$ cat src/rtl/rx_hold_pkg.sv
package rx_hold_pkg;
  typedef struct packed {
    logic push;       // append at tail, advance
    logic overwrite;  // rewrite newest entry in place
    logic pop;        // drop head
    logic flush;      // empty everything
    logic wrZero;     // written byte is 0x00 (break)
  } qStrobe_t;
endpackage

$ cat src/rtl/rx_hold_ctrl.sv
module rx_hold_ctrl
  import rx_hold_pkg::*;
(
  input  logic     clk,
  input  logic     rstN,
  input  logic     rxEnable,
  input  logic     pushValid,
  input  logic     breakEvent,
  input  logic     popStrobe,
  input  logic     flush,
  input  logic     breakClear,
  input  logic     isEmpty,
  input  logic     isFull,
  output qStrobe_t strobes,
  output logic     breakDelta,
  output logic     canAccept
);
  logic dataTake;
  logic anyWrite;

  assign canAccept = rxEnable && !isFull;
  assign dataTake  = pushValid && canAccept;
  assign anyWrite  = breakEvent || dataTake;

  always_comb begin
    strobes = '0;
    if (flush) begin
      strobes.flush = 1'b1;
    end else begin
      strobes.pop    = popStrobe && !isEmpty;
      strobes.wrZero = breakEvent;
      if (anyWrite) begin
        if (isFull && !strobes.pop) strobes.overwrite = 1'b1;
        else                        strobes.push      = 1'b1;
      end
    end
  end

  always_ff @(posedge clk or negedge rstN) begin
    if (!rstN)           breakDelta <= 1'b0;
    else if (breakEvent) breakDelta <= 1'b1;
    else if (breakClear) breakDelta <= 1'b0;
  end
endmodule

$ cat src/rtl/rx_hold_store.sv
module rx_hold_store
  import rx_hold_pkg::*;
#(
  parameter int DATA_W = 8,
  parameter int DEPTH  = 4
) (
  input  logic              clk,
  input  logic              rstN,
  input  qStrobe_t          strobes,
  input  logic [DATA_W-1:0] pushData,
  output logic [DATA_W-1:0] headData,
  output logic              isEmpty,
  output logic              isFull
);
  localparam int PTR_W = (DEPTH > 1) ? $clog2(DEPTH) : 1;
  localparam int CNT_W = $clog2(DEPTH + 1);
  localparam logic [PTR_W-1:0] LAST_IDX = PTR_W'(DEPTH - 1);
  localparam logic [CNT_W-1:0] FULL_CNT = CNT_W'(DEPTH);

  logic [DATA_W-1:0] slot [DEPTH];
  logic [PTR_W-1:0]  headPtr, tailPtr, newestPtr, wrPtr;
  logic [CNT_W-1:0]  count;
  logic [DATA_W-1:0] wrData;
  logic              wrEn;

  function automatic logic [PTR_W-1:0] incPtr(input logic [PTR_W-1:0] p);
    return (p == LAST_IDX) ? '0 : p + 1'b1;
  endfunction

  assign newestPtr = (tailPtr == '0) ? LAST_IDX : tailPtr - 1'b1;
  assign wrPtr     = strobes.overwrite ? newestPtr : tailPtr;
  assign wrEn      = strobes.push || strobes.overwrite;
  assign wrData    = strobes.wrZero ? '0 : pushData;

  for (genvar i = 0; i < DEPTH; i++) begin : g_slot
    always_ff @(posedge clk) begin
      if (wrEn && wrPtr == PTR_W'(i)) slot[i] <= wrData;
    end
  end

  always_ff @(posedge clk or negedge rstN) begin
    if (!rstN) begin
      headPtr <= '0;
      tailPtr <= '0;
      count   <= '0;
    end else if (strobes.flush) begin
      headPtr <= '0;
      tailPtr <= '0;
      count   <= '0;
    end else begin
      if (strobes.pop)  headPtr <= incPtr(headPtr);
      if (strobes.push) tailPtr <= incPtr(tailPtr);
      if (strobes.push && !strobes.pop)      count <= count + 1'b1;
      else if (strobes.pop && !strobes.push) count <= count - 1'b1;
    end
  end

  assign isEmpty  = (count == '0);
  assign isFull   = (count == FULL_CNT);
  assign headData = isEmpty ? '0 : slot[headPtr];
endmodule

$ cat src/rtl/rx_hold_fifo.sv
module rx_hold_fifo
  import rx_hold_pkg::*;
#(
  parameter int DATA_W = 8,
  parameter int DEPTH  = 4
) (
  input  logic              clk,
  input  logic              rstN,
  input  logic              rxEnable,
  input  logic              pushValid,
  input  logic [DATA_W-1:0] pushData,
  input  logic              breakEvent,
  input  logic              popStrobe,
  input  logic              flush,
  input  logic              breakClear,
  output logic [DATA_W-1:0] popData,
  output logic              rxReady,
  output logic              fifoFull,
  output logic              breakDelta,
  output logic              canAccept
);
  qStrobe_t strobes;
  logic     isEmpty, isFull;

  rx_hold_ctrl ctrl_i (
    .clk(clk), .rstN(rstN), .rxEnable(rxEnable), .pushValid(pushValid),
    .breakEvent(breakEvent), .popStrobe(popStrobe), .flush(flush),
    .breakClear(breakClear), .isEmpty(isEmpty), .isFull(isFull),
    .strobes(strobes), .breakDelta(breakDelta), .canAccept(canAccept)
  );

  rx_hold_store #(.DATA_W(DATA_W), .DEPTH(DEPTH)) store_i (
    .clk(clk), .rstN(rstN), .strobes(strobes), .pushData(pushData),
    .headData(popData), .isEmpty(isEmpty), .isFull(isFull)
  );

  assign rxReady  = !isEmpty;
  assign fifoFull = isFull;
endmodule

$ cat config.mk
export PLATFORM = sky130hd
export DESIGN_NAME = rx_hold_fifo
export DESIGN_NICKNAME = d
export VERILOG_FILES = /design/src/rtl/rx_hold_pkg.sv /design/src/rtl/rx_hold_ctrl.sv /design/src/rtl/rx_hold_store.sv /design/src/rtl/rx_hold_fifo.sv
export SDC_FILE = /design/constraint.sdc
export NUM_CORES = 1
export LEC_CHECK = 0
export ABC_AREA = 1
export BUFFER_PORTS_ARGS = -buffer_cell sky130_fd_sc_hd__buf_2
export CAP_MARGIN = 40
export CORE_AREA = 5 5 93 95
export CTS_CLUSTER_DIAMETER = 200
export DETAILED_ROUTE_END_ITERATION = 6
export DIE_AREA = 0 0 98 100
export HOLD_SLACK_MARGIN = 0.06
export SLEW_MARGIN = 20
export SYNTH_ARGS = -nofsm -noshare
export SYNTH_HDL_FRONTEND = slang
export SYNTH_SLANG_ARGS = --single-unit
export TNS_END_PERCENT = 20
$ cat constraint.sdc
create_clock -name clk -period 6.05 [get_ports clk]
set_clock_uncertainty 0.1 [all_clocks]
set_input_delay 0.3025 -clock clk [delete_from_list [all_inputs] [get_ports clk]]
set_output_delay 0.3025 -clock clk [all_outputs]
set_load 0.005 [all_outputs]
== Word-level counts from Yosys, hierarchy flattened ==
Memory sizes are Yosys's and may differ from the RTL's.
Index checks and enable logic that the tools add are counted.
Word-level totals
  register bits: 8
  RAM bits: 32
  bits of input ports: 16
  output and inout bits: 12
  logic and storage cells: 81
  memories kept: 1
Operators by class
  $add $sub $neg: 5
  equal/unequal tests: 6
  mux-type cells: 38
  reduce and logical (&&, ||, !) cells: 27
Memories
  store_i.slot: depth 4, bits a word 8, read ports 1, clocked after Yosys merged registers in 0, wr ports 1, line rx_hold_store.sv:20  | logic [DATA_W-1:0] slot [DEPTH];
Operators with widths (count)
  2-to-1 mux 8 bit: 5
  2-to-1 mux 2 bit: 12
  OR reduction 8 bit: 3
  2-to-1 mux 1 bit: 17
  2-to-1 mux 3 bit: 4
  logical AND 1 bit: 10
  equality test 2 bit, second input constant: 4
  nonzero test 2 bit: 3
  zero test 1 bit: 5
  adder 2 x 1 -> 2 bit, second input constant: 2
  zero test 2 bit: 2
  adder 3 x 1 -> 3 bit, second input constant: 1
  equality test 3 bit, second input constant: 1
  zero test 3 bit: 1
  nonzero test 3 bit: 1
  subtractor 3 x 1 -> 3 bit, second input constant: 1
  equality test 2 x 1 -> 1 bit, second input constant: 1
  logical OR 1 bit: 2
  subtractor 2 x 1 -> 2 bit, second input constant: 1

== Longest topological paths before layout ==
  depth in word-level cells: 17
  depth in mapped cells: 13
  mapped depth without buffers: 13

== Cells and area by module ==
From an unflattened synthesis, not the netlist that was laid out.
Second synthesis, totals
  cells, all modules: 220
  area total of the unflattened synthesis: 1994.4 µm²
By module, submodules not included
  rx_hold_store: times used 1, cells an instance 198, area an instance 1878.1 µm², sequential area each 1136.1 µm²
  rx_hold_ctrl: times used 1, cells an instance 21, area an instance 112.6 µm², sequential area each 25.0 µm²
  rx_hold_fifo: times used 1, cells an instance 1, area an instance 3.8 µm², sequential area each 0.0 µm²

== Worst setup path after synthesis ==
No wires, ideal clock.
  path kind: reg-to-reg
  start: reg store_i.count[0]
  end: reg store_i.count[2]
  setup time: 0.118 ns
  arrival time: 1.722 ns
  data required time: 5.832 ns
  path slack: 4.111 ns
  stages on the path, launching flop included: 14
  buffers on the path: 0
  period minus slack after synthesis: 1.939 ns
  cells stage by stage: dfrtp_1 nor2_2 nand2_2 nor2_2 inv_2 nand3_2 inv_1 fa_1 xnor2_1 inv_1 nand2_1 nand2_1 nand3_1 nand2_1
On the way
  longest elaborated chain between the ends: 11
  elaborated cells between the ends (all ways): 23
  classes of those cells: 2 x add/sub; 1 x eq/ne; 6 x mux; 14 x reduce/logical
RTL lines
  start, declared: line rx_hold_store.sv:22  | logic [CNT_W-1:0] count;
  start signal, assigned: line rx_hold_store.sv:53  | if (strobes.push && !strobes.pop) count <= count + 1'b1;
  start signal, assigned: line rx_hold_store.sv:54  | else if (strobes.pop && !strobes.push) count <= count - 1'b1;
  zero test 3 bit: line rx_hold_store.sv:58  | assign isEmpty = (count == '0);
  zero test 1 bit: line rx_hold_ctrl.sv:30  | strobes.pop = popStrobe && !isEmpty;
  logical AND 1 bit: line rx_hold_ctrl.sv:30
  zero test 1 bit: line rx_hold_ctrl.sv:33  | if (isFull && !strobes.pop) strobes.overwrite = 1'b1;
  logical AND 1 bit: line rx_hold_ctrl.sv:33
  2-to-1 mux 1 bit: line rx_hold_ctrl.sv:33
  2-to-1 mux 2 bit: line rx_hold_ctrl.sv:32  | if (anyWrite) begin
  2-to-1 mux 3 bit: line rx_hold_ctrl.sv:27  | if (flush) begin
  logical AND 1 bit or zero test 1 bit (tied branches): line rx_hold_store.sv:53, rx_hold_store.sv:54
  2-to-1 mux 3 bit or logical AND 1 bit (tied branches): line rx_hold_store.sv:53, rx_hold_store.sv:54
  2-to-1 mux 3 bit or nonzero test 3 bit (tied branches)
Parallel ways exist; a longest one is shown, timed or not. The select of a mux whose other input is x is not followed.
A chain may end at the register's enable or synchronous reset.

== Worst setup path after layout ==
  start: reg store_i.headPtr[0]
  end: out popData[2]
On the way
  longest elaborated chain between the ends: 2
RTL lines
  start, declared: line rx_hold_store.sv:21  | logic [PTR_W-1:0] headPtr, tailPtr, newestPtr, wrPtr;
  start signal, assigned: line rx_hold_store.sv:51  | if (strobes.pop) headPtr <= incPtr(headPtr);
  memory (4 x 8 bit)
  2-to-1 mux 8 bit: line rx_hold_store.sv:60  | assign headData = isEmpty ? '0 : slot[headPtr];
  end, declared: line rx_hold_fifo.sv:16  | output logic [DATA_W-1:0] popData,
Every way passes these cells.

==> impl_metrics.toml <==
[synth]
syn_avg_cell_area_um2 = 9.924
synth_seq_cells = 40
synthesis.yosys.warnings = 0
syn-instance-count = 190
netlist_area_mm2 = 0.001886
ys_seq_area_share_pct = 61.58
synthDistinctLibCells = 25
net_count_of_the_mapped_netlist = 209

[global_routing]
combined_global_route_utilization_of_all_metal_layers_pct = 8.328
grt_pass1_wl_mm = 6.361
largest_net_degree_at_the_start_of_global_routing = 21
antenna_found_initial = 0
grt_overflow_total = 0
first_global_vias = 1316

[cts]
clkLatencyLatePin_ns = 0.28
clock-root-buffer = "sky130_fd_sc_hd__clkbuf_8"
cts_made_buffers = 5
cts_max_path_buffers = 2
cts_tree = "built"
cts_resized = 0
numClockSinks = 40
cts.reportedPaths.clkPinSlew_ns = 0.08
cts_htree_levels = 2

[finish]
fin_nets = 240
mostFrequentLayoutCells = "sky130_fd_sc_hd__nor2_1 (49), sky130_fd_sc_hd__edfxtp_1 (32), sky130_fd_sc_hd__buf_2 (27)"
final_common_cell = "sky130_fd_sc_hd__nor2_1"
finish.instance_area_mm2 = 0.002255
num_antenna_cells = 0
final_layout_size_suffix_gt1_share_pct = 24.32
synthToLayoutAreaGrowth_pct = 19.58

[drt]
routed_antenna_nets = 0
num_vias = 1317
initialDrtViolationCount = 61
dr.pass1.iters = 4
drt-vias-per-instance = 4.065
route.detailed.wl_per_inst_um = 11.76
drcViolationCount = 0
routed_wl_mm = 3.809

[sta]
fmax_ghz = 0.4404
hold_ws_ns = 0.09252
slew_viol_final = 0
max_slew.worst_pin.slew_ns = 0.7738
timing.final.setup_violations = 0
min_period_over_period_pct = 37.53
setup-tns-final_ns = 0
hold_viol_final = 0
grt_setup_unrepaired = "no"
final.min_clock_period_ns = 2.271
slew_headroom_pct = 48.22

[power_and_ir_drop]
leakage_nw = 0.9417
powerDensity_mw_per_mm2 = 398.7
ir_drop_mv = 0.09573

[worst_setup_path]
worst_setup_path_start_kind = "flop"
cp-end-kind = "output pin"
worst-setup-path-type = "reg2out"
crit_fanout = 20
cp.required_ns = 5.65
worstPathArrival_ns = 1.87

[placed_design]
gpl.final_weighted_congestion = 0.7323
placement.io_buffers = 27
placed_cell_area_mm2 = 0.002130
dpl.hpwl_mm = 2.765

[floorplanning]
io_pins = 28
start_util_pct = 24.66
die_area_mm2 = 0.009800
die_h_um = 100
rows = 32
die_x_um = 98
design.core.area_mm2 = 0.007647

[run_status]
run_status = "completed"

[hold_path]
holdCritPathClass = "in2reg"

[job]
timing.max_cap.violations = 0
[layout make-up]
class	instances	area, µm²
clock buffers	5	68.82
clock inverters	3	46.29
fillers	817	5393
inverters	28	106.4
multi-input cells	118	599.3
flip-flops and latches	40	1161
well taps	102	127.6
repair buffers	28	145.1
[report_power, final]
part,internal (mW),total (mW),switching (mW)
combinational,0.119,0.306,0.187
clock,0.124,0.218,0.0936
sequential,0.333,0.375,0.0413
[per-stage QoR]
stage	setup WS, ns	utilization, %	instances	total power, mW
finish	3.779	29.48	324	0.8989
global placement	3.843	27.85	315	0.6879
floorplan	4.111	-	190	0.5811
global route	3.500	29.48	324	0.9802
CTS	3.724	29.48	324	0.9142
detailed placement	3.802	27.85	315	0.6959
[critical path: stages (launching register included)]
cell and delay, ns:
sky130_fd_sc_hd__dfrtp_1 0.80, sky130_fd_sc_hd__inv_2 0.27, sky130_fd_sc_hd__o21ai_0 0.27, sky130_fd_sc_hd__a21oi_1 0.10, sky130_fd_sc_hd__buf_2 0.14
[layer usage]
metal / GRT usage (%) / routed length, µm / share of wire [%] / up-vias
li1: - / - / - / 689
met1: 9.822 / 1679 / 44 / 609
met2: 14.50 / 1981 / 52 / 15
met3: 2.224 / 110 / 2.9 / 4
met4: 3.195 / 37 / 0.97 / 0
met5: 0 / 0 / 0 / -
[final timing paths]
| path | from | end | slack, ns | depth (start not counted) |
|---|---|---|---|---|
| setup / recovery | store_i.headPtr[0] | popData[2] | 3.78 | 4 |
| hold / removal | breakClear | ctrl_i.breakDelta | 0.09 | 2 |
| setup reg to reg | store_i.count[0] | store_i.slot[1][2] | 3.82 | 7 |
| hold reg to reg | ctrl_i.breakDelta | ctrl_i.breakDelta | 0.42 | 2 |
| max in group asynchronous | rstN | store_i.headPtr[1] | 5.40 | 2 |
| min in group asynchronous | rstN | store_i.count[0] | 0.28 | 2 |
[sequential cells by signal (all words and copies together) (netlist names)]
signal / flops
store_i.slot: 32
store_i.tailPtr: 2
ctrl_i.breakDelta: 1
store_i.headPtr: 2
store_i.count: 3
[cells in the mapped netlist (all sizes together)]
master / n / area (µm²)
o21ai: 24 / 123.9
fa: 1 / 20.02
clkinv: 2 / 8.750
o211ai: 1 / 7.510
buf: 3 / 15.01
nand3: 9 / 65.06
ha: 2 / 25.02
nand2: 18 / 85.08
dfrtp: 8 / 200.2
nand4: 1 / 6.260
nor2: 51 / 196.4
clkbuf: 1 / 3.750
xnor2: 1 / 8.760
edfxtp: 32 / 960.9
inv: 26 / 97.60
a21oi: 10 / 61.31
[cells by family (layout without fill, tap and decap cells)]
kind of cell | after synthesis | in the layout | synth area share, %
XOR/XNOR | 1 | 1 | 0.4646
adder cells (fa/ha/maj) | 3 | 3 | 2.389
buffers and inverters | 32 | 64 | 6.635
flip-flops | 40 | 40 | 61.58
AO/OA/AOI/OAI | 35 | 35 | 10.22
AND/OR/NAND/NOR | 79 | 79 | 18.71
[what timing repair did]
item                                   4_1_cts  5_1_grt
hold buffers                                 1        0
endpoints found under the hold margin        8        0
buffers inserted                             0        0
(Power assumes the default switching activity.)
